===== config.mk =====
export PLATFORM = sky130hd
export DESIGN_NAME = ep_cmd_status
export DESIGN_NICKNAME = d
export VERILOG_FILES = /design/src/rtl/ep_cmd_pkg.sv /design/src/rtl/ep_cmd_decode.sv /design/src/rtl/ep_setup_ctl.sv /design/src/rtl/ep_buf_bank.sv /design/src/rtl/ep_cmd_status.sv
export SDC_FILE = /design/constraint.sdc
export NUM_CORES = 1
export LEC_CHECK = 0
export ABC_AREA = 1
export BUFFER_PORTS_ARGS = -buffer_cell sky130_fd_sc_hd__buf_4
export CAP_MARGIN = 10
export CORE_ASPECT_RATIO = 0.9
export CORE_UTILIZATION = 45
export DETAILED_ROUTE_END_ITERATION = 16
export GPL_ROUTABILITY_DRIVEN = 1
export PLACE_DENSITY = 0.64
export SLEW_MARGIN = 20
export SYNTH_ARGS = -nofsm -noshare
export SYNTH_HDL_FRONTEND = slang
export SYNTH_SLANG_ARGS = --single-unit

===== constraint.sdc =====
create_clock -name clk_i -period 1.54 [get_ports clk_i]
set_input_delay 0.077 -clock clk_i [delete_from_list [all_inputs] [get_ports clk_i]]
set_output_delay 0.077 -clock clk_i [all_outputs]
set_load 0.05 [all_outputs]

===== src/rtl/ep_cmd_pkg.sv =====
package ep_cmd_pkg;
  typedef enum logic [1:0] {CMD_NONE, CMD_STAT, CMD_CLR, CMD_ACK} cmd_e;
  localparam logic [3:0] STAT_HI = 4'hD;
  localparam logic [3:0] CLR_HI  = 4'h7;
  localparam logic [7:0] ACK_CODE = 8'hF4;
  typedef struct packed {
    logic stall;
    logic full1;
    logic full0;
    logic pid;
    logic ovw;
    logic setup;
    logic sel;
    logic rsvd;
  } ep_stat_t;
endpackage


===== src/rtl/ep_cmd_decode.sv =====
module ep_cmd_decode
  import ep_cmd_pkg::*;
#(
  parameter int EP_W = 4
) (
  input  logic            stb_i,
  input  logic [7:0]      code_i,
  output cmd_e            cmd_o,
  output logic [EP_W-1:0] ep_o
);
  always_comb begin
    cmd_o = CMD_NONE;
    ep_o  = code_i[EP_W-1:0];
    if (stb_i) begin
      if (code_i[7:4] == STAT_HI) cmd_o = CMD_STAT;
      // control IN has no clear code
      else if (code_i[7:4] == CLR_HI && code_i[3:0] != 4'd1) cmd_o = CMD_CLR;
      else if (code_i == ACK_CODE) cmd_o = CMD_ACK;
    end
  end
endmodule


===== src/rtl/ep_setup_ctl.sv =====
module ep_setup_ctl (
  input  logic clk_i,
  input  logic rst_ni,
  input  logic setup_rx_i,
  input  logic setup_done_i,
  input  logic ack_i,
  input  logic rd0_i,
  input  logic clr0_i,
  input  logic stall0_i,
  output logic lock_o,
  output logic setup_o,
  output logic ovw_o
);
  logic wr_q;

  always_ff @(posedge clk_i or negedge rst_ni) begin
    if (!rst_ni) begin
      wr_q    <= 1'b0;
      lock_o  <= 1'b0;
      setup_o <= 1'b0;
      ovw_o   <= 1'b0;
    end else begin
      if (setup_rx_i) wr_q <= 1'b1;
      else if (setup_done_i) wr_q <= 1'b0;
      if (setup_rx_i) lock_o <= 1'b1;
      else if (ack_i) lock_o <= 1'b0;
      if (setup_rx_i) setup_o <= 1'b1;
      else if (clr0_i) setup_o <= 1'b0;
      if (setup_rx_i && lock_o && !stall0_i) ovw_o <= 1'b1;
      else if (rd0_i && !wr_q) ovw_o <= 1'b0;
    end
  end

  p_ovw_source_r8: assert property (@(posedge clk_i) disable iff (!rst_ni)
    (ovw_o && !$past(ovw_o)) |-> $past(setup_rx_i));
  p_ovw_hold_r9: assert property (@(posedge clk_i) disable iff (!rst_ni)
    ($past(ovw_o) && $past(wr_q)) |-> ovw_o);
  p_ack_unlock_r7: assert property (@(posedge clk_i) disable iff (!rst_ni)
    (ack_i && !setup_rx_i) |=> !lock_o);
endmodule


===== src/rtl/ep_buf_bank.sv =====
module ep_buf_bank #(
  parameter int NUM_EP = 16,
  parameter int EP_W   = $clog2(NUM_EP)
) (
  input  logic              clk_i,
  input  logic              rst_ni,
  input  logic [EP_W-1:0]   ev_ep_i,
  input  logic              pkt_stored_i,
  input  logic              buf_valid_i,
  input  logic              stall_set_i,
  input  logic              stall_clr_i,
  input  logic              clr_i,
  input  logic [EP_W-1:0]   clr_ep_i,
  input  logic              lock_i,
  output logic [NUM_EP-1:0] stall_o,
  output logic [NUM_EP-1:0] full0_o,
  output logic [NUM_EP-1:0] full1_o,
  output logic [NUM_EP-1:0] pid_o,
  output logic [NUM_EP-1:0] sel_o,
  output logic              clr0_ok_o
);
  logic [NUM_EP-1:0] clr_go;

  assign clr0_ok_o = clr_go[0];

  for (genvar g = 0; g < NUM_EP; g++) begin : g_ep
    localparam bit IS_CTL = (g < 2);
    logic hit, blocked, val_go, st_go;
    logic [1:0] f_d;
    logic s_d;

    assign hit       = (ev_ep_i == EP_W'(g));
    assign blocked   = IS_CTL && lock_i;
    assign clr_go[g] = clr_i && (clr_ep_i == EP_W'(g)) && !blocked;
    assign val_go    = buf_valid_i && hit && !blocked;
    assign st_go     = pkt_stored_i && hit;

    always_comb begin
      f_d = {full1_o[g], full0_o[g]};
      s_d = sel_o[g];
      if (clr_go[g]) begin
        f_d[s_d] = 1'b0;
        s_d      = ~s_d;
      end
      if (st_go) begin
        if (!f_d[0]) f_d[0] = 1'b1;
        else if (!f_d[1]) f_d[1] = 1'b1;
      end
      if (val_go) f_d[s_d] = 1'b1;
    end

    always_ff @(posedge clk_i or negedge rst_ni) begin
      if (!rst_ni) begin
        stall_o[g] <= 1'b0;
        full0_o[g] <= 1'b0;
        full1_o[g] <= 1'b0;
        pid_o[g]   <= 1'b0;
        sel_o[g]   <= 1'b0;
      end else begin
        if (stall_set_i && hit) stall_o[g] <= 1'b1;
        else if (stall_clr_i && hit) stall_o[g] <= 1'b0;
        full0_o[g] <= f_d[0];
        full1_o[g] <= f_d[1];
        sel_o[g]   <= s_d;
        if (st_go) pid_o[g] <= ~pid_o[g];
      end
    end

    p_pid_toggle_r10: assert property (@(posedge clk_i) disable iff (!rst_ni)
      (pkt_stored_i && ev_ep_i == EP_W'(g)) |=> (pid_o[g] != $past(pid_o[g])));

    if (IS_CTL) begin : g_ctl
      p_lock_hold_r6: assert property (@(posedge clk_i) disable iff (!rst_ni)
        (clr_i && clr_ep_i == EP_W'(g) && lock_i) |=> $stable(sel_o[g]));
    end
  end
endmodule


===== src/rtl/ep_cmd_status.sv =====
module ep_cmd_status
  import ep_cmd_pkg::*;
#(
  parameter int NUM_EP = 16,
  parameter int EP_W   = $clog2(NUM_EP)
) (
  input  logic            clk_i,
  input  logic            rst_ni,
  input  logic            cmd_stb_i,
  input  logic [7:0]      cmd_code_i,
  input  logic            rd_stb_i,
  output logic [7:0]      rd_data_o,
  input  logic [EP_W-1:0] ev_ep_i,
  input  logic            pkt_stored_i,
  input  logic            buf_valid_i,
  input  logic            stall_set_i,
  input  logic            stall_clr_i,
  input  logic            setup_rx_i,
  input  logic            setup_done_i
);
  cmd_e            cmd;
  logic [EP_W-1:0] cmd_ep;
  logic [NUM_EP-1:0] stall, full0, full1, pid, sel;
  logic lock, setup, ovw, clr0_ok;
  logic pend_q;
  logic [EP_W-1:0] pend_ep_q;
  ep_stat_t img;

  ep_cmd_decode #(.EP_W(EP_W)) i_dec (
    .stb_i(cmd_stb_i), .code_i(cmd_code_i), .cmd_o(cmd), .ep_o(cmd_ep)
  );

  ep_buf_bank #(.NUM_EP(NUM_EP), .EP_W(EP_W)) i_bank (
    .clk_i, .rst_ni, .ev_ep_i, .pkt_stored_i, .buf_valid_i,
    .stall_set_i, .stall_clr_i,
    .clr_i(cmd == CMD_CLR), .clr_ep_i(cmd_ep), .lock_i(lock),
    .stall_o(stall), .full0_o(full0), .full1_o(full1), .pid_o(pid),
    .sel_o(sel), .clr0_ok_o(clr0_ok)
  );

  ep_setup_ctl i_setup (
    .clk_i, .rst_ni, .setup_rx_i, .setup_done_i,
    .ack_i(cmd == CMD_ACK),
    .rd0_i(rd_stb_i && pend_q && pend_ep_q == '0),
    .clr0_i(clr0_ok), .stall0_i(stall[0]),
    .lock_o(lock), .setup_o(setup), .ovw_o(ovw)
  );

  always_comb begin
    img       = '0;
    img.stall = stall[pend_ep_q];
    img.full1 = full1[pend_ep_q];
    img.full0 = full0[pend_ep_q];
    img.pid   = pid[pend_ep_q];
    img.sel   = sel[pend_ep_q];
    if (pend_ep_q == '0) begin
      img.ovw   = ovw;
      img.setup = setup;
    end
  end

  always_ff @(posedge clk_i or negedge rst_ni) begin
    if (!rst_ni) begin
      pend_q    <= 1'b0;
      pend_ep_q <= '0;
      rd_data_o <= '0;
    end else begin
      if (rd_stb_i) begin
        rd_data_o <= pend_q ? img : 8'h00;
        pend_q    <= 1'b0;
      end
      if (cmd == CMD_STAT) begin
        pend_q    <= 1'b1;
        pend_ep_q <= cmd_ep;
      end
    end
  end

  p_idle_read_r4: assert property (@(posedge clk_i) disable iff (!rst_ni)
    (rd_stb_i && !pend_q) |=> (rd_data_o == 8'h00));
endmodule


==> flow_summary.ini, run 1 <==
[setup_path]
arrival_ns = 1.75
r2r_start = pend_ep_q[0]$_DFFE_PN0P_
start_kind = primary input
worst_setup_path_end_kind = flip-flop
rr_endpoint = rd_data_o[1]$_DFFE_PN0P_
critPathKind = primary input to flip-flop
cp_max_fo = 9
regToRegSetupSlack_ns = 0.10
rr_worst_depth = 9
worstSetupStartpoint = cmd_code_i[3]
cp.required_ns = 1.78
critical_path.endpoint = i_bank.full0_o[14]$_DFF_PN0_

[timing]
report.final.slew_viol_count = 0
min_period_ns = 1.51
hold_slack_ns = 0.0216
fin_worst_skew_ns = 0.00887
fin_crit_sh = 0.980
setup_ws_ns = 0.0307
fmax_mhz = 663
slew_headroom = 0.644
setup_viol = 0
rsz0062_at_grt = true
hold_viol = 0
tightest_slew_ns = 0.532

[global_routing]
met3_usage = 0.0581
grt_max_degree = 42
busiest_layer = met2
gr-total-overflow = 0
grt_pass1_wl_mm = 25.1
grtUsageTotal = 0.270
use_met2 = 0.402
antenna_found_initial = 0
grt_pass1_vias = 5006
grtUsageMet1 = 0.377

[clock_network]
cts.sinks = 96
clock_path_buffers = 2
worstSkewPairLatency_ns = 0.35
cts_buffers = 9
cts.clk_slew.worst_paths_ns = 0.07
cts_root_buffer = clkbuf_16
h-tree-depth = 3
cts_tree = done

[placed_design]
port_buffers = 28
post-dp-hpwl_mm = 11.4
gp_congestion = 0.924
place_ws_ns = 0.0908
placed_area_sq_um = 5890
dp.cells = 933

[outcome]
status = complete, no violations

[synth]
netlist.area_leader.share = 0.449
synth_common_cells = nand2_1, nand3_1, dfrtp_1, nor2_1, inv_1
ys_seq_elements = 96
synthCells = 748
syn_area_per_cell_sq_um = 7.15
synth_nets = 770
synth_edf_count = 0
netlist_area_sq_um = 5350
synthMostInstantiatedCell = nand2_1
ys.flop_type = dfrtp_1
yosysSeqAreaShare = 0.449
ys_types = 25
synth.area.top_cells = dfrtp_1, nand2_1, nand3_1
ys_async_sr_fraction = 1.00
yosys.area.top_type = dfrtp_1
synth_warnings = 0

[drt]
drt_iter0_markers = 448
finalWirelength_mm = 15.7
ant_nets = 0
vias = 5179
viasPerCell = 5.40
post-route-drc-count = 0
drtPass1Iterations = 5
wire_per_inst_microns = 16.4

[die]
dieHeight_microns = 105
row_count = 37
core_area_sq_um = 11500
initial_core_util = 0.466
die_x_microns = 117
pin_count = 30
fp.dieArea_sq_um = 12300

[power_and_ir_drop]
power_density_nw_per_um2 = 1220
p_leak_nw = 3.38
irDropWorstVdd_uv = 850

[finish]
fin_cells = 959
layout-drive-gt1-share = 0.126
n_antenna_cell = 0
design_area_sq_um = 6400
n_fill_cell = 1124
synthToLayoutAreaGrowth_pct = 19.8
fin_nets = 820

[min_path]
hold_path.class = primary input to flip-flop

[flow_run]
max_cap_viol_count = 0
cells by family (layout without fill, tap and decap cells):
| kind of cell | Yosys count | in the layout | share of synthesized area |
|---|---|---|---|
| AOI/OAI and AO/OA | 63 | 63 | 0.0625 |
| xor gates and xnor gates | 16 | 16 | 0.0262 |
| buffers and inverters | 87 | 142 | 0.0677 |
| DFF | 96 | 96 | 0.449 |
| other | 1 | 1 | 0.000702 |
| and+or+nand+nor | 485 | 485 | 0.393 |
worst min path at each step:
stage	slack [ns]	end	start	cells after the start
detailed placement	0.07	i_bank.full1_o[15]$_DFF_PN0_	rst_ni	1
global placement	0.06	i_bank.sel_o[9]$_DFF_PN0_	rst_ni	1
floorplan	-0.22	i_bank.full0_o[0]$_DFF_PN0_	rst_ni	0
CTS	0.01	i_bank.full1_o[1]$_DFF_PN0_	buf_valid_i	3
finish	0.02	pend_ep_q[2]$_DFFE_PN0P_	cmd_code_i[2]	3
global route	0.03	pend_ep_q[2]$_DFFE_PN0P_	cmd_code_i[2]	3
power breakdown:
group          internal, mW  total, mW  switching, mW
clock                  1.27       2.27          0.998
sequential             3.06       3.45          0.392
combinational         0.832       2.12           1.29
total                  5.16       7.84           2.68
sequential cells by signal, indices dropped and copies added, names as in the netlist:
name             count
i_setup.lock_o       1
i_setup.ovw_o        1
i_setup.setup_o      1
i_bank.stall_o      16
pend_q               1
pend_ep_q            4
i_bank.full1_o      16
i_setup.wr_q         1
i_bank.sel_o        16
i_bank.pid_o        16
rd_data_o            7
i_bank.full0_o      16
timing repair:
item                                   4_1_cts  5_1_grt
resized for setup                            0       19
setup endpoints to repair                    0       22
hold buffers                                 6        0
setup buffers                                0        2
endpoints found under the hold margin       33        0
worst max-delay path: stages:
cell and delay (ns):
dlygate4sd3_1 0.53, buf_4 0.14, inv_2 0.05, nand2_4 0.09, nor2_4 0.05, nor2_4 0.16
buf_12 0.13, clkbuf_16 0.17, nand4_2 0.14, a21oi_2 0.16, nand2_1 0.06
layout make-up:
| type | count | area, sq um | area share |
|---|---|---|---|
| sequential | 96 | 2400 | 0.375 |
| inverter | 61 | 229 | 0.0358 |
| clock buffer | 10 | 229 | 0.0358 |
| timing repair buffer | 65 | 621 | 0.0969 |
| tap | 156 | 195 | 0.0305 |
| clock inverter | 6 | 68.8 | 0.0107 |
| multi-input combinational | 565 | 2660 | 0.415 |
layout by cell type, fill, tap and decap left out, types with 8 or more instances in the layout:
cell type  synthesis  final
a21oi_1           20     16
buf_4              5     49
clkbuf_16          0     11
dfrtp_1           96     96
inv_1             58     58
nand2_1          281    280
nand3_1          107    103
nand4_1           22     22
nand4_2            9      8
nor2_1            61     57
o21ai_0           36     36
xor2_1            16     16
metal layers:
metal  vias up  part of all wire
met5         -                 0
met4         0             0.033
met3        44             0.081
met2       189              0.44
met1      2418              0.44
li1       2528                 -
metrics by stage:
step	utilization	setup TNS (ns)	power [mW]
2_1_floorplan	-	0	4.76
3_3_place_gp	0.513	0	5.48
3_5_place_dp	0.513	0	5.53
4_1_cts	0.544	0	7.80
5_1_grt	0.558	-0.185	8.33
6_report	0.558	0	7.84
Power figures use the tool's default switching activity.
==> run 2, diff against run 1 <==
Settings changed: RECOVER_POWER set to 100.
==> flow_summary.ini, run 2 (synthesis results as in run 1) <==
[min_path]
hold_path.class = primary input to flip-flop
hold_depth = 3
hold_path.startpoint = buf_valid_i

[placed_design]
port_buffers = 28
placed_area_sq_um = 5890
gp_congestion = 0.924
post-dp-hpwl_mm = 11.4

[setup_path]
crit_top_cell = nor2_4
rr_worst_depth = 6
worstSetupStartpoint = cmd_code_i[3]
start_kind = primary input
cp.required_ns = 1.78
arrival_ns = 1.77
crit_path_top_delay_cell = dlygate4sd3_1
r2r_start = i_setup.lock_o$_DFFE_PN0P_
crit_path_max_incr_delay_ns = 0.53
critPathKind = primary input to flip-flop
cp_max_fo = 9
path_cells = dlygate4sd3_1 > buf_4 > inv_2 > nand2_2 > nor2_4 > nor2_4 > buf_12 > clkbuf_16 > nand4_2 > a21oi_2 > nand2_1
worst_setup_path_end_kind = flip-flop

[global_routing]
grtUsageTotal = 0.270
grt_pass1_vias = 5006
grt_pass1_wl_mm = 25.1
gr-total-overflow = 0
antenna_found_initial = 0
grt_max_degree = 42

[finish]
final_common_cell = nand2_1
fin_util = 0.551
design_area_sq_um = 6320
layout-drive-gt1-share = 0.102
synthToLayoutAreaGrowth_pct = 18.3
mostFrequentLayoutCells = nand2_1, nand3_1, dfrtp_1
fin_nets = 820
n_antenna_cell = 0

[timing]
report.final.slew_viol_count = 0
setup_viol = 0
rsz0062_at_grt = true
fmax_mhz = 653
tightest_slew_ns = 0.898
slew_headroom = 0.401
min_period_ns = 1.53
fin_crit_sh = 0.995
hold_viol = 0
hold_slack_ns = 0.0204
fin_worst_skew_ns = 0.00853

[drt]
finalWirelength_mm = 15.8
wire_per_inst_microns = 16.4
vias = 5174
post-route-drc-count = 0
ant_nets = 0
drt_iter0_markers = 599
viasPerCell = 5.40
drtPass1Iterations = 5

[clock_network]
h-tree-depth = 3
clock_path_buffers = 2
cts.sinks = 96
cts.clk_slew.worst_paths_ns = 0.07
cts_root_buffer = clkbuf_16
cts_buffers = 9
cts_tree = done
worstSkewPairLatency_ns = 0.35

[power_and_ir_drop]
p_leak_nw = 3.31
power_density_nw_per_um2 = 1240
p_sw_frac = 0.343
p_int_mw = 5.14
power_switching_mw = 2.68
total_power_mw = 7.82
pwr-share-clk = 0.289
comb_power_share = 0.270
irDropWorstVdd_uv = 851
p_seq_frac = 0.441

[die]
die_x_microns = 117
dieHeight_microns = 105
pin_count = 30
fp.dieArea_sq_um = 12300
initial_core_util = 0.466
row_count = 37
core_area_sq_um = 11500

[flow_run]
max_cap_viol_count = 0

[outcome]
status = complete, no violations
==> run 2: critical path, delay by kind of cell <==
family | cells | cell delay [ns]
AO/OA/AOI/OAI | 1 | 0.16
buffers and inverters | 5 | 1.01
AND/OR/NAND/NOR | 5 | 0.52
==> run 2: cell type report <==
type | count | area [sq um]
clock buffer | 10 | 229
clock inverter | 6 | 68.8
fill | 1140 | 5160
inverter | 61 | 229
multi-input combinational | 565 | 2640
sequential | 96 | 2400
tap | 156 | 195
timing repair buffer | 65 | 559
==> run 2: worst paths after layout <==
path                                                     end  slack (ns)
worst max-delay path            i_bank.full0_o[14]$_DFF_PN0_       0.008
worst min-delay path             i_bank.full1_o[1]$_DFF_PN0_        0.02
worst max register to register   i_bank.full0_o[0]$_DFF_PN0_        0.06
worst min register to register     i_bank.sel_o[1]$_DFF_PN0_        0.47
max in group asynchronous        i_bank.pid_o[6]$_DFFE_PN0P_        0.24
min in group asynchronous          i_bank.sel_o[9]$_DFF_PN0_        0.38
==> run 2: per-layer routing <==
metal,vias to the layer above,part of all wire,global-route usage
li1,2523,-,-
met1,2412,0.44,0.377
met2,198,0.44,0.402
met3,41,0.088,0.0581
met4,0,0.030,0.111
met5,-,0,0
==> run 2: power groups by stage <==
stage | clock network [mW] | logic, mW | registers (mW)
floorplan | 0 | 1.38 | 3.38
global route | 2.39 | 2.41 | 3.51
global placement | 0 | 2.01 | 3.48
detailed placement | 0 | 2.04 | 3.49
CTS | 2.29 | 2.07 | 3.44
finish | 2.26 | 2.11 | 3.45
==> run 2: timing repair <==
action / CTS / global route
endpoints found under the hold margin: 33 / 0
setup endpoints to repair: 0 / 22
hold buffers: 6 / 0
setup buffers: 0 / 2
gates resized for setup: 0 / 19
==> run 2: stage by stage <==
stage	setup TNS [ns]	worst slack, ns	instances
finish	0	0.00755	959
global placement	0	0.139	933
CTS	0	0.0339	955
detailed placement	0	0.0908	933
global route	-0.308	-0.0608	959
floorplan	0	0.183	748
==> run 3, diff against run 2 <==
Settings changed: SETUP_SLACK_MARGIN set to 0.2.
Clock period 1.54 ns to 1.8 ns, I/O delays scaled along.
==> flow_summary.ini, run 3 (synthesis results as in run 1) <==
[clock_network]
cts_root_buffer = clkbuf_16
cts.sinks = 96
cts_tree = done
cts.clk_slew.worst_paths_ns = 0.07
h-tree-depth = 3
cts_buffers = 9
worstSkewPairLatency_ns = 0.35
postCtsSetupBuffers = 0
clock_path_buffers = 2

[finish]
mostFrequentLayoutCells = nand2_1, nand3_1, dfrtp_1
synthToLayoutAreaGrowth_pct = 13.9
layout-drive-gt1-share = 0.0696
fin_nets = 807
regArea_sq_um = 2400
multi_input_area_sq_um = 2520
n_fill_cell = 1164
n_antenna_cell = 0
final_common_cell = nand2_1

[power_and_ir_drop]
power_switching_mw = 2.34
p_leak_nw = 3.04
p_int_mw = 4.51
pwr-share-clk = 0.311
comb_power_share = 0.261
p_seq_frac = 0.427
p_sw_frac = 0.342
power_density_nw_per_um2 = 1120
irDropWorstVdd_uv = 779

[setup_path]
crit_path_max_incr_delay_ns = 0.40
path_cells = inv_1 > buf_12 > o21ai_0 > nand2_1 > nand2_1 > a21oi_1 > nand2_1 > nand2_1 > nand2_1
arrival_ns = 1.80
start_kind = flip-flop
regToRegSetupSlack_ns = 0.25
cp.required_ns = 2.05
crit_top_cell = nand2_1
crit_path_top_delay_cell = dfrtp_1
critPathKind = flip-flop to flip-flop
worst_setup_path_end_kind = flip-flop
cp_max_fo = 14

[timing]
fmax_mhz = 643
fin_crit_sh = 0.864
setup_ws_ns = 0.245
tightest_slew_ns = 0.869
min_period_ns = 1.55
fin_worst_skew_ns = 0.00496
hold_viol = 0
slew_headroom = 0.421
report.final.slew_viol_count = 0
fin_setup_tns_ns = 0
rsz0062_at_grt = true
setup_viol = 0

[placed_design]
place_ws_ns = 0.326
gp_congestion = 0.904
port_buffers = 28
post-dp-hpwl_mm = 10.8

[die]
die_x_microns = 117
core_area_sq_um = 11500
pin_count = 30
fp.dieArea_sq_um = 12300
row_count = 37
initial_core_util = 0.466
dieHeight_microns = 105

[global_routing]
gr-total-overflow = 0
grt_max_degree = 44
grt_pass1_wl_mm = 24.3
grt_pass1_vias = 4842
grtUsageTotal = 0.260
antenna_found_initial = 0

[drt]
wl_met1_mm = 7.02
finalWirelength_mm = 15.0
vias = 5031
ant_nets = 0
drt_iter0_markers = 425
wire_per_inst_microns = 15.9
route.met2.wl_mm = 6.82
drtPass1Iterations = 5
highest_layer = met4
met3_length_microns = 809
viasPerCell = 5.32
post-route-drc-count = 0

[outcome]
status = complete, no violations

[min_path]
hold_path.class = primary input to flip-flop

[flow_run]
max_cap_viol_count = 0
## run 3: changes by cell type in the layout (fill, tap and decap cells not counted), moves of 3 or more
cell / delta
nand4_1: +9
clkbuf_1: -4
nand3_1: +3
nand4_2: -8
nor2_1: +3
nand3_2: -3
a21oi_2: -3
buf_12: -3
a21oi_1: +3
## run 3: metal layers
metal	GRT usage	up-vias
met2	0.393	145
met1	0.361	2364
met4	0.107	0
li1	-	2493
met5	0	-
met3	0.0546	29
## run 3: layout make-up
cell class,count,share of cell area
multi-input combinational,565,0.414
sequential,96,0.395
timing repair buffer,52,0.0674
inverter,61,0.0376
clock buffer,9,0.0370
tap,156,0.0321
clock inverter,7,0.0171
## run 3: worst max-delay path: cells and delay by family, from the launching register on
family / cells / cell delay (ns)
buf+inv: 2 / 0.38
compound gates: 2 / 0.32
flops: 1 / 0.40
simple gates: 5 / 0.35
## run 3: path summary, 6_finish.rpt
check                                           from                            to  cells past startpoint
max                         pend_ep_q[0]$_DFFE_PN0P_      rd_data_o[4]$_DFFE_PN0P_                      9
min                                      buf_valid_i   i_bank.full1_o[1]$_DFF_PN0_                      3
max reg2reg                 pend_ep_q[0]$_DFFE_PN0P_      rd_data_o[4]$_DFFE_PN0P_                      9
min reg2reg                i_bank.sel_o[1]$_DFF_PN0_     i_bank.sel_o[1]$_DFF_PN0_                      0
max in group asynchronous                     rst_ni  i_bank.full1_o[15]$_DFF_PN0_                      3
min in group asynchronous                     rst_ni   i_bank.full0_o[7]$_DFF_PN0_                      2
## run 3: what timing repair did
item | CTS | global route
endpoints found under the setup margin | 0 | 2
hold buffers | 5 | 0
resized for setup | 0 | 2
endpoints found under the hold margin | 35 | 0
## run 3: power groups by stage
stage,Combinational [mW],Sequential [mW],Clock [mW]
floorplan,1.18,2.89,0
finish,1.79,2.93,2.13
CTS,1.76,2.93,2.16
global placement,1.71,2.95,0
detailed placement,1.74,2.95,0
global route,2.01,2.97,2.25
## run 3: per-stage QoR
step                      area, sq um  total power, mW  std cells  hold slack (ns)  utilization
after floorplan                  5350             4.07        748           -0.206            -
after global placement           5800             4.66        924           0.0682        0.505
after detailed placement         5800             4.70        924           0.0700        0.505
after CTS                        6170             6.85        945           0.0224        0.538
after global routing             6090             7.24        946           0.0268        0.530
final                            6090             6.85        946           0.0220        0.530
